## config.mk

```make
export PLATFORM = sky130hd
export DESIGN_NAME = blk_xfer_engine
export DESIGN_NICKNAME = d
export VERILOG_FILES = /design/src/rtl/blk_xfer_pkg.sv /design/src/rtl/blk_xfer_step.sv /design/src/rtl/blk_xfer_portmux.sv /design/src/rtl/blk_xfer_engine.sv
export SDC_FILE = /design/constraint.sdc
export NUM_CORES = 1
export LEC_CHECK = 0
export BUFFER_PORTS_ARGS = -buffer_cell sky130_fd_sc_hd__buf_2
export CORE_MARGIN = 2
export CORE_UTILIZATION = 47
export CTS_CLUSTER_SIZE = 20
export DETAILED_ROUTE_END_ITERATION = 10
export GPL_TIMING_DRIVEN = 0
export PLACE_DENSITY = 0.78
export SLEW_MARGIN = 5
export SYNTH_ARGS = -nofsm -noshare
export SYNTH_HDL_FRONTEND = slang
export SYNTH_SLANG_ARGS = --single-unit
```

## constraint.sdc

```tcl
create_clock -name clk -period 2.9 [get_ports clk]
set_input_delay 0.145 -clock clk [delete_from_list [all_inputs] [get_ports clk]]
set_output_delay 0.145 -clock clk [all_outputs]
set_load 0.005 [all_outputs]
```

## src/rtl/blk_xfer_pkg.sv

```systemverilog
package blk_xfer_pkg;

    typedef enum logic [1:0] {
        OP_COPY   = 2'd0,
        OP_SEARCH = 2'd1,
        OP_IN     = 2'd2,
        OP_OUT    = 2'd3
    } blk_op_e;

    typedef enum logic [1:0] {
        ST_IDLE  = 2'd0,
        ST_FETCH = 2'd1,
        ST_PUT   = 2'd2,
        ST_DONE  = 2'd3
    } blk_state_e;

endpackage

```

## src/rtl/blk_xfer_step.sv

```systemverilog
// Next-value logic for one iteration: pointer stepping, count update,
// flag results and the decision whether another iteration follows.
module blk_xfer_step
    import blk_xfer_pkg::*;
#(
    parameter int AW = 16,
    parameter int CW = 16,
    parameter int DW = 8
) (
    input  blk_op_e         op,
    input  logic            step_down,
    input  logic            rpt,
    input  logic [AW-1:0]   src,
    input  logic [AW-1:0]   dst,
    input  logic [CW-1:0]   cnt,
    input  logic [DW-1:0]   acc,
    input  logic [DW-1:0]   fetched,
    output logic [AW-1:0]   src_nx,
    output logic [AW-1:0]   dst_nx,
    output logic [CW-1:0]   cnt_nx,
    output logic            pv_wr,
    output logic            pv_val,
    output logic            z_wr,
    output logic            z_val,
    output logic            more
);
    localparam int HW = CW / 2;

    logic [AW-1:0] src_step, dst_step;
    logic [CW-1:0] cnt_dec;
    logic [HW-1:0] hi_dec;
    logic          hit;
    logic          again;

    always_comb begin
        src_step = step_down ? src - AW'(1) : src + AW'(1);
        dst_step = step_down ? dst - AW'(1) : dst + AW'(1);
        cnt_dec  = cnt - CW'(1);
        hi_dec   = cnt[CW-1:HW] - HW'(1);
        hit      = (fetched == acc);

        src_nx = src_step;
        dst_nx = dst;
        cnt_nx = cnt;
        pv_wr  = 1'b0;
        pv_val = 1'b0;
        z_wr   = 1'b0;
        z_val  = 1'b0;
        again  = 1'b0;

        unique case (op)
            OP_COPY: begin
                dst_nx = dst_step;
                cnt_nx = cnt_dec;
                pv_wr  = 1'b1;
                pv_val = |cnt_dec;
                again  = |cnt_dec;
            end
            OP_SEARCH: begin
                cnt_nx = cnt_dec;
                pv_wr  = 1'b1;
                pv_val = |cnt_dec;
                z_wr   = 1'b1;
                z_val  = hit;
                again  = (|cnt_dec) && !hit;
            end
            OP_IN, OP_OUT: begin
                cnt_nx = {hi_dec, cnt[HW-1:0]};
                z_wr   = 1'b1;
                z_val  = ~|hi_dec;
                again  = |hi_dec;
            end
        endcase

        more = rpt && again;
    end

endmodule

```

## src/rtl/blk_xfer_portmux.sv

```systemverilog
// Drives the memory and I/O port strobes from the current state and variant.
module blk_xfer_portmux
    import blk_xfer_pkg::*;
#(
    parameter int AW = 16,
    parameter int CW = 16,
    parameter int DW = 8
) (
    input  blk_state_e      state,
    input  blk_op_e         op,
    input  logic [AW-1:0]   src,
    input  logic [AW-1:0]   dst,
    input  logic [CW-1:0]   cnt,
    input  logic [DW-1:0]   mem_rdata,
    input  logic [DW-1:0]   io_rdata,
    output logic            mem_req,
    output logic            mem_we,
    output logic [AW-1:0]   mem_addr,
    output logic [DW-1:0]   mem_wdata,
    output logic            io_req,
    output logic            io_we,
    output logic [CW-1:0]   io_addr,
    output logic [DW-1:0]   io_wdata,
    output logic [DW-1:0]   fetched
);
    localparam int HW = CW / 2;

    always_comb begin
        mem_req   = 1'b0;
        mem_we    = 1'b0;
        mem_addr  = '0;
        mem_wdata = '0;
        io_req    = 1'b0;
        io_we     = 1'b0;
        io_addr   = '0;
        io_wdata  = '0;
        fetched   = (op == OP_IN) ? io_rdata : mem_rdata;

        if (state == ST_FETCH) begin
            if (op == OP_IN) begin
                io_req  = 1'b1;
                io_addr = cnt;
            end else begin
                mem_req  = 1'b1;
                mem_addr = src;
            end
        end else if (state == ST_PUT) begin
            unique case (op)
                OP_COPY: begin
                    mem_req   = 1'b1;
                    mem_we    = 1'b1;
                    mem_addr  = dst;
                    mem_wdata = mem_rdata;
                end
                OP_IN: begin
                    mem_req   = 1'b1;
                    mem_we    = 1'b1;
                    mem_addr  = src;
                    mem_wdata = io_rdata;
                end
                OP_OUT: begin
                    io_req   = 1'b1;
                    io_we    = 1'b1;
                    io_addr  = {cnt[CW-1:HW] - HW'(1), cnt[HW-1:0]};
                    io_wdata = mem_rdata;
                end
                OP_SEARCH: begin
                end
            endcase
        end
    end

endmodule

```

## src/rtl/blk_xfer_engine.sv

```systemverilog
module blk_xfer_engine
    import blk_xfer_pkg::*;
#(
    parameter int AW = 16,
    parameter int CW = 16,
    parameter int DW = 8
) (
    input  logic            clk,
    input  logic            rst_n,
    input  logic            start,
    input  logic [1:0]      op_sel,
    input  logic            step_down,
    input  logic            repeat_mode,
    input  logic [AW-1:0]   src_init,
    input  logic [AW-1:0]   dst_init,
    input  logic [CW-1:0]   count_init,
    input  logic [DW-1:0]   acc,
    output logic            mem_req,
    output logic            mem_we,
    output logic [AW-1:0]   mem_addr,
    output logic [DW-1:0]   mem_wdata,
    input  logic [DW-1:0]   mem_rdata,
    output logic            io_req,
    output logic            io_we,
    output logic [CW-1:0]   io_addr,
    output logic [DW-1:0]   io_wdata,
    input  logic [DW-1:0]   io_rdata,
    output logic [AW-1:0]   src_ptr,
    output logic [AW-1:0]   dst_ptr,
    output logic [CW-1:0]   count_out,
    output logic            flag_pv,
    output logic            flag_z,
    output logic            busy,
    output logic            done
);
    blk_state_e    state, state_nx;
    blk_op_e       op_q;
    logic          down_q, rpt_q;
    logic [DW-1:0] acc_q;
    logic [AW-1:0] src_q, dst_q;
    logic [CW-1:0] cnt_q;
    logic          pv_q, z_q;

    logic [DW-1:0] fetched;
    logic [AW-1:0] src_nx, dst_nx;
    logic [CW-1:0] cnt_nx;
    logic          pv_wr, pv_val, z_wr, z_val, more;

    blk_xfer_portmux #(.AW(AW), .CW(CW), .DW(DW)) u_ports (
        .state     (state),
        .op        (op_q),
        .src       (src_q),
        .dst       (dst_q),
        .cnt       (cnt_q),
        .mem_rdata (mem_rdata),
        .io_rdata  (io_rdata),
        .mem_req   (mem_req),
        .mem_we    (mem_we),
        .mem_addr  (mem_addr),
        .mem_wdata (mem_wdata),
        .io_req    (io_req),
        .io_we     (io_we),
        .io_addr   (io_addr),
        .io_wdata  (io_wdata),
        .fetched   (fetched)
    );

    blk_xfer_step #(.AW(AW), .CW(CW), .DW(DW)) u_step (
        .op        (op_q),
        .step_down (down_q),
        .rpt       (rpt_q),
        .src       (src_q),
        .dst       (dst_q),
        .cnt       (cnt_q),
        .acc       (acc_q),
        .fetched   (fetched),
        .src_nx    (src_nx),
        .dst_nx    (dst_nx),
        .cnt_nx    (cnt_nx),
        .pv_wr     (pv_wr),
        .pv_val    (pv_val),
        .z_wr      (z_wr),
        .z_val     (z_val),
        .more      (more)
    );

    // Transition logic
    always_comb begin
        state_nx = state;
        unique case (state)
            ST_IDLE:  state_nx = start ? ST_FETCH : ST_IDLE;
            ST_FETCH: state_nx = ST_PUT;
            ST_PUT:   state_nx = more ? ST_FETCH : ST_DONE;
            ST_DONE:  state_nx = ST_IDLE;
        endcase
    end

    // State register
    always_ff @(posedge clk or negedge rst_n) begin
        if (!rst_n) state <= ST_IDLE;
        else        state <= state_nx;
    end

    // Working registers
    always_ff @(posedge clk or negedge rst_n) begin
        if (!rst_n) begin
            op_q   <= OP_COPY;
            down_q <= 1'b0;
            rpt_q  <= 1'b0;
            acc_q  <= '0;
            src_q  <= '0;
            dst_q  <= '0;
            cnt_q  <= '0;
            pv_q   <= 1'b0;
            z_q    <= 1'b0;
        end else if (state == ST_IDLE && start) begin
            op_q   <= blk_op_e'(op_sel);
            down_q <= step_down;
            rpt_q  <= repeat_mode;
            acc_q  <= acc;
            src_q  <= src_init;
            dst_q  <= dst_init;
            cnt_q  <= count_init;
        end else if (state == ST_PUT) begin
            src_q <= src_nx;
            dst_q <= dst_nx;
            cnt_q <= cnt_nx;
            if (pv_wr) pv_q <= pv_val;
            if (z_wr)  z_q  <= z_val;
        end
    end

    // Outputs
    always_comb begin
        busy      = (state == ST_FETCH) || (state == ST_PUT);
        done      = (state == ST_DONE);
        src_ptr   = src_q;
        dst_ptr   = dst_q;
        count_out = cnt_q;
        flag_pv   = pv_q;
        flag_z    = z_q;
    end

endmodule

```

==> results.txt, run 1 <==
Worst R2R Setup Slack = 200 ps
FF-to-FF path depth = 9
CTS tree = yes
Most Frequent Cell on Critical Path = buf_2
Top delay family on crit path = simple AND/OR/NAND/NOR gates
Core area = 0.0113 mm^2
CTS buffer count = 9
Status = finished clean
Final wirelength = 17.2 mm
Row cnt = 39
Die area = 0.0124 mm^2
Ys Warns = 0
Max Cap Violations = 0
Sequential share of power = 22.6%
GR Util met2 = 44.6%
Rel. slew slack = 42.5%
Internal power = 0.00458 W
Post-Route Setup TNS = 0 ps
Power, Total = 0.00879 W
Die width = 111 um
Final-report max-slew violation count = 0
Post-synth EDFFs = 0
Later-pin clock latency in the skew report = 330 ps
Initial antenna violation count = 2
Crit path kind = reg2out
Grt met3 use = 4.79%
Main flop type after synthesis = dfrtp_1
# port buffers = 182
Synth Area in Simple Gates = 22.5%
Complex-gate fraction of the synthesized area = 23.3%
Initial core utilization = 47.9%
GRT Overall Usage = 27.1%
Psw = 0.00421 W
CTS clk-pin slew, worst paths = 60 ps
Largest family of logic cells by synthesized area = compound AO/OA/AOI/OAI gates
Clock power share = 13.4%
RR Startpoint = down_q
Clock skew = 5.85 ps
Drt pass-1 iters = 5
H-tree depth = 3
Gate power share = 64.0%
First-pass GRT wire length = 27.3 mm
Synth Instances = 683
WP depth = 8
Hold WC Path Type = in2reg
Post-synthesis cell type count = 61
Drt initial violations = 421
WP data required = 2760 ps
Busiest grt layer = met2
PD cells = 1280 mW/mm^2
CTS sink count = 64
LEAKAGE = 3.38 nW
DP HPWL = 12.9 mm
Wire per inst = 16.8 um
GRT Residual Overflow = 0
CP cell instances = inv_1 > ha_1 > inv_2 > or3_1 > nor2_2 > buf_2 > a22o_1 > buf_2
Worst-Margin Slew = 863 ps
GP Congestion = 0.959
Worst VDD drop = 0.504 mV
Final Net Count = 995
Post-route ant nets = 0
Multiplexer area fraction after synthesis = 3.74%
Syn avg cell area = 7.94 um^2
CP arrival = 2670 ps
Critical path peak fanout = 10
Number of global-route vias before repair = 5418
Die Ht = 111 um
Worst setup SP type = flop
Vias per cell = 5.65
FMAX = 0.355 GHz
Final setup margin = 86.3 ps
Capturing point of the worst reg2reg path = src_ptr[14]
Io pins = 183
Hold Fails Final Rpt = 0
P&R area growth vs syn = 26.7%
Net Count, Synth = 801
# DRC = 0
Largest net degree at the start of global routing = 65
Most common cell after layout, fill and taps aside = buf_2
Final setup violation count = 0
Critical Path End Type = output port
Post-place setup slack = -645 ps
Clk buf depth = 2
Synth Register Bits = 64
Xor and xnor area share after synthesis = 7.75%
Met1 GRT Util = 36.6%
Fraction of the mapped netlist area in adder cells = 9.27%
Post-layout min period = 2810 ps
Worst path bufs/invs = 4
Max incr delay on CP = 420 ps
Cell Area, Synth = 0.00542 mm^2
Root Buffer = clkbuf_16
Fin crit share = 97.0%
Post-synthesis async set-or-reset flop share = 100%
Share of cells above drive strength 1 = 25.4%
Max stage delay cell, worst path = dfrtp_1
Routed via count = 5802
Crit path to = mem_addr[9]
Most frequent cells in the layout = buf_2 (188), nand2_1 (109), dfrtp_1 (63)
Crit path from = state[0]
RSZ-0062 raised after global routing = false
Switch share = 47.9%
Post-synthesis sequential area ratio = 29.5%
## registers in the layout, indices dropped and copies added (netlist names)
| register | count |
|---|---|
| count_out | 16 |
| dst_ptr | 16 |
| src_ptr | 16 |
| acc_q | 8 |
| op_q | 2 |
| state | 2 |
| down_q | 1 |
| flag_pv | 1 |
| flag_z | 1 |
| rpt_q | 1 |
## routing by layer
layer  part of all wire (%)  vias up
met5                      0        -
li1                       -     2825
met1                     43     2712
met3                    6.5       33
met4                    2.4        0
met2                     48      232
## cell usage after synthesis (3+ instances only)
cell | count | area [um^2]
xor2_1 | 23 | 201
clkbuf_1 | 20 | 75.1
a31oi_1 | 5 | 31.3
ha_1 | 37 | 463
a21oi_1 | 56 | 280
nand2_1 | 109 | 409
nand2b_1 | 7 | 43.8
dfrtp_1 | 64 | 1600
nand3_1 | 14 | 70.1
nor2_1 | 49 | 184
a211oi_1 | 8 | 60.1
inv_1 | 19 | 71.3
nor2b_1 | 9 | 56.3
mux2i_1 | 18 | 180
and2_1 | 14 | 87.6
buf_2 | 7 | 35.0
buf_1 | 6 | 22.5
nor3_1 | 12 | 60.1
o31a_1 | 3 | 26.3
nor4_1 | 6 | 37.5
xnor2_1 | 25 | 219
o22ai_1 | 4 | 25.0
a22o_1 | 17 | 149
o21a_1 | 7 | 52.6
and3_1 | 12 | 75.1
o21ai_0 | 61 | 305
o31ai_1 | 7 | 52.6
a21o_1 | 7 | 52.6
o21ai_1 | 7 | 35.0
or3_1 | 7 | 43.8
nand4_1 | 4 | 25.0
or3_4 | 3 | 33.8
## power groups by stage
| stage | clock, W | sequential (W) | combinational, W |
|---|---|---|---|
| CTS | 0.00119 | 0.00200 | 0.00550 |
| global placement | 0 | 0.00200 | 0.00535 |
| global route | 0.00123 | 0.00206 | 0.00627 |
| detailed placement | 0 | 0.00200 | 0.00545 |
| finish | 0.00118 | 0.00198 | 0.00562 |
| floorplan | 0 | 0.00184 | 0.00396 |
## worst min-delay path by stage
stage / from / endpoint / slack [ps] / depth (start not counted)
2_1_floorplan: rst_n / acc_q[0] / -150 / 0
3_3_place_gp: acc[1] / acc_q[1] / 340 / 3
3_5_place_dp: rst_n / src_ptr[0] / 310 / 1
4_1_cts: acc[1] / acc_q[1] / 2 / 3
5_1_grt: count_init[13] / count_out[13] / 20 / 3
6_report: acc[1] / acc_q[1] / 3 / 3
## tightest hold or removal path: stages
cell and delay, ps:
buf_2 80, nand2_1 40, nand2_1 40
## what timing repair did
item | in CTS | in global routing
pin swaps | 0 | 0
setup buffers | 0 | 1
setup endpoints to repair | 21 | 6
hold buffers | 1 | 0
gates resized for setup | 3 | 2
endpoints found under the hold margin | 64 | 0
## per-stage QoR
| stage | utilization [%] | hold slack, ps | std cells | cell area [um^2] |
|---|---|---|---|---|
| 3_5_place_dp | 57.6 | 315 | 1008 | 6520 |
| 6_report | 60.7 | 2.74 | 1027 | 6870 |
| 2_1_floorplan | - | -151 | 683 | 5420 |
| 4_1_cts | 60.5 | 1.87 | 1025 | 6850 |
| 3_3_place_gp | 57.5 | 337 | 1008 | 6510 |
| 5_1_grt | 60.7 | 18.3 | 1027 | 6870 |
## logic make-up (layout without fill, tap and decap cells)
| family | Yosys count | in the layout |
|---|---|---|
| AOI/OAI and AO/OA | 201 | 201 |
| buffers and inverters | 54 | 253 |
| xor gates and xnor gates | 48 | 48 |
| adders and majority gates | 39 | 39 |
| muxes | 20 | 20 |
| and+or+nand+nor | 257 | 257 |
| other | 0 | 2 |
| DFF | 64 | 64 |
## final cells by class
class,count,area (um^2)
Buffer,32,129
Multi-Input combinational cell,565,3620
Clock inverter,3,65.1
Fill cell,1077,4450
Sequential cell,64,1610
Inverter,21,78.8
Clock buffer,13,250
Tap cell,143,179
Timing Repair Buffer,184,938
Antenna cell,2,5.00
(Power assumes the default switching activity.)
==> run 2: changes to the inputs <==
==> constraint.sdc (replaced) <==
create_clock -name clk -period 2.9 [get_ports clk]
set_input_delay 0 -clock clk [delete_from_list [all_inputs] [get_ports clk]]
set_output_delay 0 -clock clk [all_outputs]
set_load 0.005 [all_outputs]
==> run 2 against run 1 <==
Net effect:
- power grew 2.0%
- global-route usage is 1.3 points higher
- sequential share of layout area shrank 1.8 points
- via count grew 5.8%
- register-to-register slack got worse by 80 ps
- combinational power increased by 3%
- count of clock-buffer cells in the layout did not move
- first-iteration DRC count grew 5.7%
- maximum frequency grew 1.2%
- clock power about the same
- critical endpoint is now dst_ptr[13]
- largest cell class unchanged
- largest power group unchanged
- highest routed layer unchanged
==> results.txt, run 2 (synthesis gave the netlist of run 1 again) <==
H-tree depth = 3 (unchanged)
Die width = 111 um (unchanged)
CTS clk-pin slew, worst paths = 50 ps (about the same)
Core area = 0.0113 mm^2 (unchanged)
DP HPWL = 12.9 mm (unchanged)
Root Buffer = clkbuf_16
RR Startpoint = down_q
# port buffers = 182 (unchanged)
GP Congestion = 0.959 (unchanged)
Most frequent cells in the layout = buf_2 (188), nand2_1 (109), dfrtp_1 (63)
Worst setup SP type = flop
CTS buffer count = 9 (unchanged)
RSZ-0062 raised after global routing = false
Post-layout min period = 2780 ps (-34.5 ps)
Max Cap Violations = 0 (unchanged)
GRT Residual Overflow = 0 (unchanged)
Post-route ant nets = 0 (unchanged)
Post-placement cell count = 1008 (unchanged)
Die area = 0.0124 mm^2 (unchanged)
First-pass GRT wire length = 28.8 mm (+5.3%)
CTS tree = yes
Cell area after layout = 0.00746 mm^2 (+8.6%)
Initial antenna violation count = 0 (-2)
Number of global-route vias before repair = 5867 (+8.3%)
Share of cells above drive strength 1 = 24.2% (-1.2 points)
Initial core utilization = 47.9% (unchanged)
Final setup violation count = 0 (unchanged)
LEAKAGE = 3.64 nW (+7.7%)
Drt initial violations = 445 (+5.7%)
FMAX = 0.360 GHz (+1.2%)
Routed via count = 6137 (+5.8%)
Clock skew = 8.85 ps (+2.99 ps)
Wire per inst = 16.8 um (+0.16%)
P&R area growth vs syn = 37.6%
Final-report max-slew violation count = 0 (unchanged)
CP arrival = 3040 ps (+370 ps)
Io pins = 183 (unchanged)
Crit path kind = reg2reg
Rel. slew slack = 42.6% (+0.17 points)
CP cell instances = buf_4 > buf_8 > ha_1 > or3_4 > or2_4 > o311ai_4 > o21ai_1 > and3_1 > o31ai_1 > o21a_1
Most common cell after layout, fill and taps aside = buf_2
ANT cells = 0 (-2)
Worst-Margin Slew = 861 ps (-2.55 ps)
GRT Overall Usage = 28.5% (+1.3 points)
Largest net degree at the start of global routing = 65 (unchanged)
Hold Path Origin = dst_init[15]
Die Ht = 111 um (unchanged)
PD cells = 1200 mW/mm^2 (-6.1%)
Fin crit share = 95.8% (-1.2 points)
Placed cell area = 0.00652 mm^2 (unchanged)
Later-pin clock latency in the skew report = 330 ps (about the same)
Max incr delay on CP = 550 ps (+130 ps)
Row cnt = 39 (unchanged)
Status = finished clean
Final wirelength = 18.3 mm (+6.0%)
Worst VDD drop = 0.505 mV (+0.32%)
FF-to-FF path depth = 10 (+1)
Hold WC Path Type = in2reg
Crit path from = down_q
Clk buf depth = 2 (unchanged)
Layout Cells excl Fill = 1087 (+5.8%)
Critical path peak fanout = 17 (+7)
CTS sink count = 64 (unchanged)
Critical Path End Type = flop
WHS Path Cells = 3 (unchanged)
Vias per cell = 5.65 (about the same)
Hold Fails Final Rpt = 0 (unchanged)
Drt pass-1 iters = 5 (unchanged)
Max stage delay cell, worst path = dfrtp_4
WP data required = 3160 ps (+400 ps)
Final Net Count = 1057 (+6.2%)
# DRC = 0 (unchanged)
-- run 2: changes by cell type in the layout (fill, tap and decap cells not counted) --
cell,previous run,this run
buf_4,1,6
o311ai_2,1,0
o311ai_1,0,1
dlygate4sd3_1,1,57
diode_2,2,0
clkbuf_1,22,23
-- run 2: final cells by class --
cell class / instances / area, um^2
multi-input combinational: 565 / 3610
inverter: 21 / 78.8
timing repair buffer: 245 / 1540
tap: 143 / 179
clock inverter: 3 / 65.1
clock buffer: 13 / 250
buffer: 33 / 133
fill: 977 / 3860
sequential: 64 / 1610
-- run 2: power by group --
group          total (W)  internal [W]  leakage, nW  switching, W
clock            0.00119      0.000776        0.154      0.000412
combinational    0.00580       0.00255         2.71       0.00325
sequential       0.00197       0.00135        0.770      0.000628
total            0.00896       0.00467         3.64       0.00429
-- run 2: what timing repair did --
| item | in CTS | in global routing |
|---|---|---|
| hold endpoints to repair | 120 | 0 |
| pin swaps | 0 | 0 |
| hold buffers | 57 | 0 |
| gates cloned | 0 | 0 |
| buffers inserted | 1 | 5 |
| endpoints found under the setup margin | 19 | 5 |
| resized for setup | 2 | 2 |
-- run 2: final timing paths --
check	end	slack (ps)
max	dst_ptr[13]	120
min	dst_ptr[15]	20
max reg2reg	dst_ptr[13]	120
min reg2reg	flag_pv	500
max in group asynchronous	down_q	1960
min in group asynchronous	dst_ptr[1]	320
-- run 2: metrics by stage --
step	power (W)	worst slack [ps]	util [%]	hold WS (ps)	setup TNS (ps)
after floorplan	0.00581	53.6	-	-296	0
after global placement	0.00735	-644	57.5	192	-4370
after detailed placement	0.00745	-645	57.6	170	-4510
after CTS	0.00878	110	65.6	10.8	0
after global routing	0.00970	22.8	65.9	32.7	0
final	0.00896	121	65.9	15.9	0
-- run 2: critical path: cells and delay by family (launching register included) --
kind,cells,cell delay (ps)
buffers and inverters,2,360
adders and majority gates,1,220
AOI/OAI and AO/OA,4,710
and+or+nand+nor,3,860
DFF,1,550
-- run 2: metal layers --
layer,track usage (%),vias up,part of all wire (%)
met3,5.12,55,6.8
met1,37.1,2859,42
met5,0,-,0
met2,47.0,270,48
li1,-,2953,-
met4,11.4,0,3.3
==> run 3: changes to the inputs <==
Settings changed: ABC_CLOCK_PERIOD_IN_PS from default to 2900, CORE_UTILIZATION 47 to 48, CTS_BUF_LIST from default to sky130_fd_sc_hd__clkbuf_8, PLACE_DENSITY 0.78 to 0.8.
==> run 3 against run 2 <==
Net effect:
- utilization grew 0.98 points
- count of clock-buffer cells in the layout shrank 4
- sequential share of layout area grew 0.43 points
- power shrank 5.4%
- sequential power is essentially flat
- register-to-register slack gained 70 ps
- critical path depth shrank 1
- non-clock buffer count shrank 2
- cell area shrank 2.0%
- maximum frequency grew 2.6%
- final cell count shrank 0.37%
==> results.txt, run 3 (synthesis gave the netlist of run 1 again) <==
Final setup violation count = 0 (unchanged)
LEAKAGE = 3.58 nW (-1.5%)
PD cells = 1160 mW/mm^2 (-3.5%)
Share of cells above drive strength 1 = 23.9% (-0.27 points)
Die Ht = 110 um (-1.0%)
Worst R2R Setup Slack = 190 ps (+70 ps)
FF-to-FF path depth = 9 (-1)
Metal2 WL = 8.89 mm (+1.8%)
Max Cap Violations = 0 (unchanged)
Worst setup SP type = flop
WP data required = 3110 ps (-50 ps)
Top delay family on crit path = compound AO/OA/AOI/OAI gates
Rel. slew slack = 42.9% (+0.23 points)
Drt pass-1 iters = 5 (unchanged)
Final Net Count = 1055 (-0.19%)
Die area = 0.0122 mm^2 (-2.0%)
Drt initial violations = 427 (-4.0%)
Row cnt = 38 (-2.6%)
Placed cell area = 0.00651 mm^2 (about the same)
Hold Fails Final Rpt = 0 (unchanged)
GRT Residual Overflow = 0 (unchanged)
CTS tree = yes
Critical path peak fanout = 9 (-8)
Cell area after layout = 0.00732 mm^2 (-2.0%)
Worst path bufs/invs = 1 (-1)
Core area = 0.0109 mm^2 (-3.4%)
Routed via count = 6154 (+0.28%)
Most frequent cells in the layout = buf_2 (188), nand2_1 (109), dfrtp_1 (63)
CP cell instances = buf_4 > ha_1 > nor2b_1 > o31a_1 > nor2_1 > o311ai_1 > o31ai_1 > a2111oi_1 > a211oi_1
WHS Path Cells = 4 (+1)
Crit path kind = reg2reg
Worst-case hold path end point = count_out[14]
Root Buffer = clkbuf_8
Metal1 wirelength = 7.49 mm (-2.8%)
# port buffers = 182 (unchanged)
Max incr delay on CP = 510 ps (-40 ps)
Hold WC Path Type = in2reg
GRT Overall Usage = 30.7% (+2.2 points)
Critical Path End Type = flop
Power, Total = 0.00848 W (-5.4%)
Post-layout min period = 2710 ps (-70.0 ps)
Fin crit share = 93.4% (-2.4 points)
Final wirelength = 18.3 mm (+0.27%)
Clk buf depth = 2 (unchanged)
RR Startpoint = down_q
CTS buffer count = 9 (unchanged)
WL met3 = 1.42 mm (+14%)
Status = finished clean
H-tree depth = 3 (unchanged)
Capturing point of the worst reg2reg path = src_ptr[14]
RSZ-0062 raised after global routing = false
First-pass GRT wire length = 28.7 mm (-0.17%)
CTS clk-pin slew, worst paths = 70 ps (+20 ps)
GP Congestion = 0.935 (-2.5%)
P&R area growth vs syn = 34.9%
Number of global-route vias before repair = 5846 (-0.36%)
Initial antenna violation count = 1 (+1)
# DRC = 0 (unchanged)
Wire per inst = 16.9 um (+0.64%)
Later-pin clock latency in the skew report = 350 ps (+20 ps)
DR top layer = met4
Initial core utilization = 49.6% (+1.7 points)
Most common cell after layout, fill and taps aside = buf_2
Clock skew = 12.4 ps (+3.59 ps)
CP arrival = 2920 ps (-120 ps)
Worst VDD drop = 0.542 mV (+7.3%)
Die width = 110 um (-1.0%)
Io pins = 183 (unchanged)
CTS sink count = 64 (unchanged)
Largest net degree at the start of global routing = 65 (unchanged)
Vias per cell = 5.68 (+0.65%)
Max stage delay cell, worst path = dfrtp_4
DP HPWL = 13.0 mm (+1.3%)
Final-report max-slew violation count = 0 (unchanged)
Hold Slack = 32.5 ps (+16.5 ps)
Hold Path Origin = count_init[14]
Post-route ant nets = 0 (unchanged)
Worst-Margin Slew = 857 ps (-3.47 ps)
FMAX = 0.369 GHz (+2.6%)
==> run 3: changes by cell type in the layout (fill, tap and decap cells not counted) <==
cell	delta
diode_2	+1
buf_6	+1
clkinv_2	+2
clkbuf_8	+8
clkbuf_16	-9
inv_1	+3
buf_8	-1
dlygate4sd3_1	+2
buf_4	-3
clkbuf_1	-4
bufinv_16	-1
==> run 3: cell type report <==
class | instances | area [um^2]
Tap cell | 140 | 175
Multi-Input combinational cell | 565 | 3610
Clock inverter | 7 | 56.3
Timing Repair Buffer | 244 | 1530
Antenna cell | 1 | 2.50
Clock buffer | 9 | 124
Sequential cell | 64 | 1610
Fill cell | 923 | 3620
Buffer | 32 | 129
Inverter | 21 | 78.8
==> run 3: timing repair <==
| action | 4_1_cts | 5_1_grt |
|---|---|---|
| pin swaps | 0 | 0 |
| endpoints found under the setup margin | 16 | 8 |
| hold buffers | 59 | 0 |
| setup buffers | 1 | 2 |
| endpoints found under the hold margin | 122 | 0 |
| gates resized for setup | 2 | 2 |
==> run 3: where the power goes <==
part | switching [W] | internal [W] | total [W] | leakage [nW]
clock network | 0.000381 | 0.000384 | 0.000765 | 0.107
registers | 0.000607 | 0.00134 | 0.00195 | 0.770
logic | 0.00324 | 0.00252 | 0.00576 | 2.70
==> run 3: worst max-delay path by stage <==
stage / from / end / cells after the start
detailed placement: down_q / src_ptr[14] / 9
global route: down_q / src_ptr[14] / 9
CTS: down_q / src_ptr[14] / 9
global placement: down_q / src_ptr[14] / 9
finish: down_q / src_ptr[14] / 9
floorplan: down_q / src_ptr[14] / 9
==> run 3: per-layer routing <==
metal	vias up	global-route usage, %
li1	2947	-
met1	2909	38.0
met2	255	51.8
met3	43	7.23
met4	0	11.3
met5	-	0
==> run 3: worst register-to-register path, delay by kind of cell, from the launching register on <==
kind	cells	cell delay, ps
AOI/OAI and AO/OA	5	1240
DFF	1	510
adders and majority gates	1	360
and+or+nand+nor	2	270
buffers and inverters	1	190
==> run 3: stage by stage <==
stage | setup WS [ps] | util (%) | setup TNS, ps | cells
final | 191 | 66.9 | 0 | 1083
after global placement | -654 | 59.5 | -4220 | 1005
after floorplan | 53.6 | - | 0 | 683
after global routing | 37.9 | 66.9 | 0 | 1083
after CTS | 10.6 | 66.7 | 0 | 1081
after detailed placement | -740 | 59.6 | -4300 | 1005
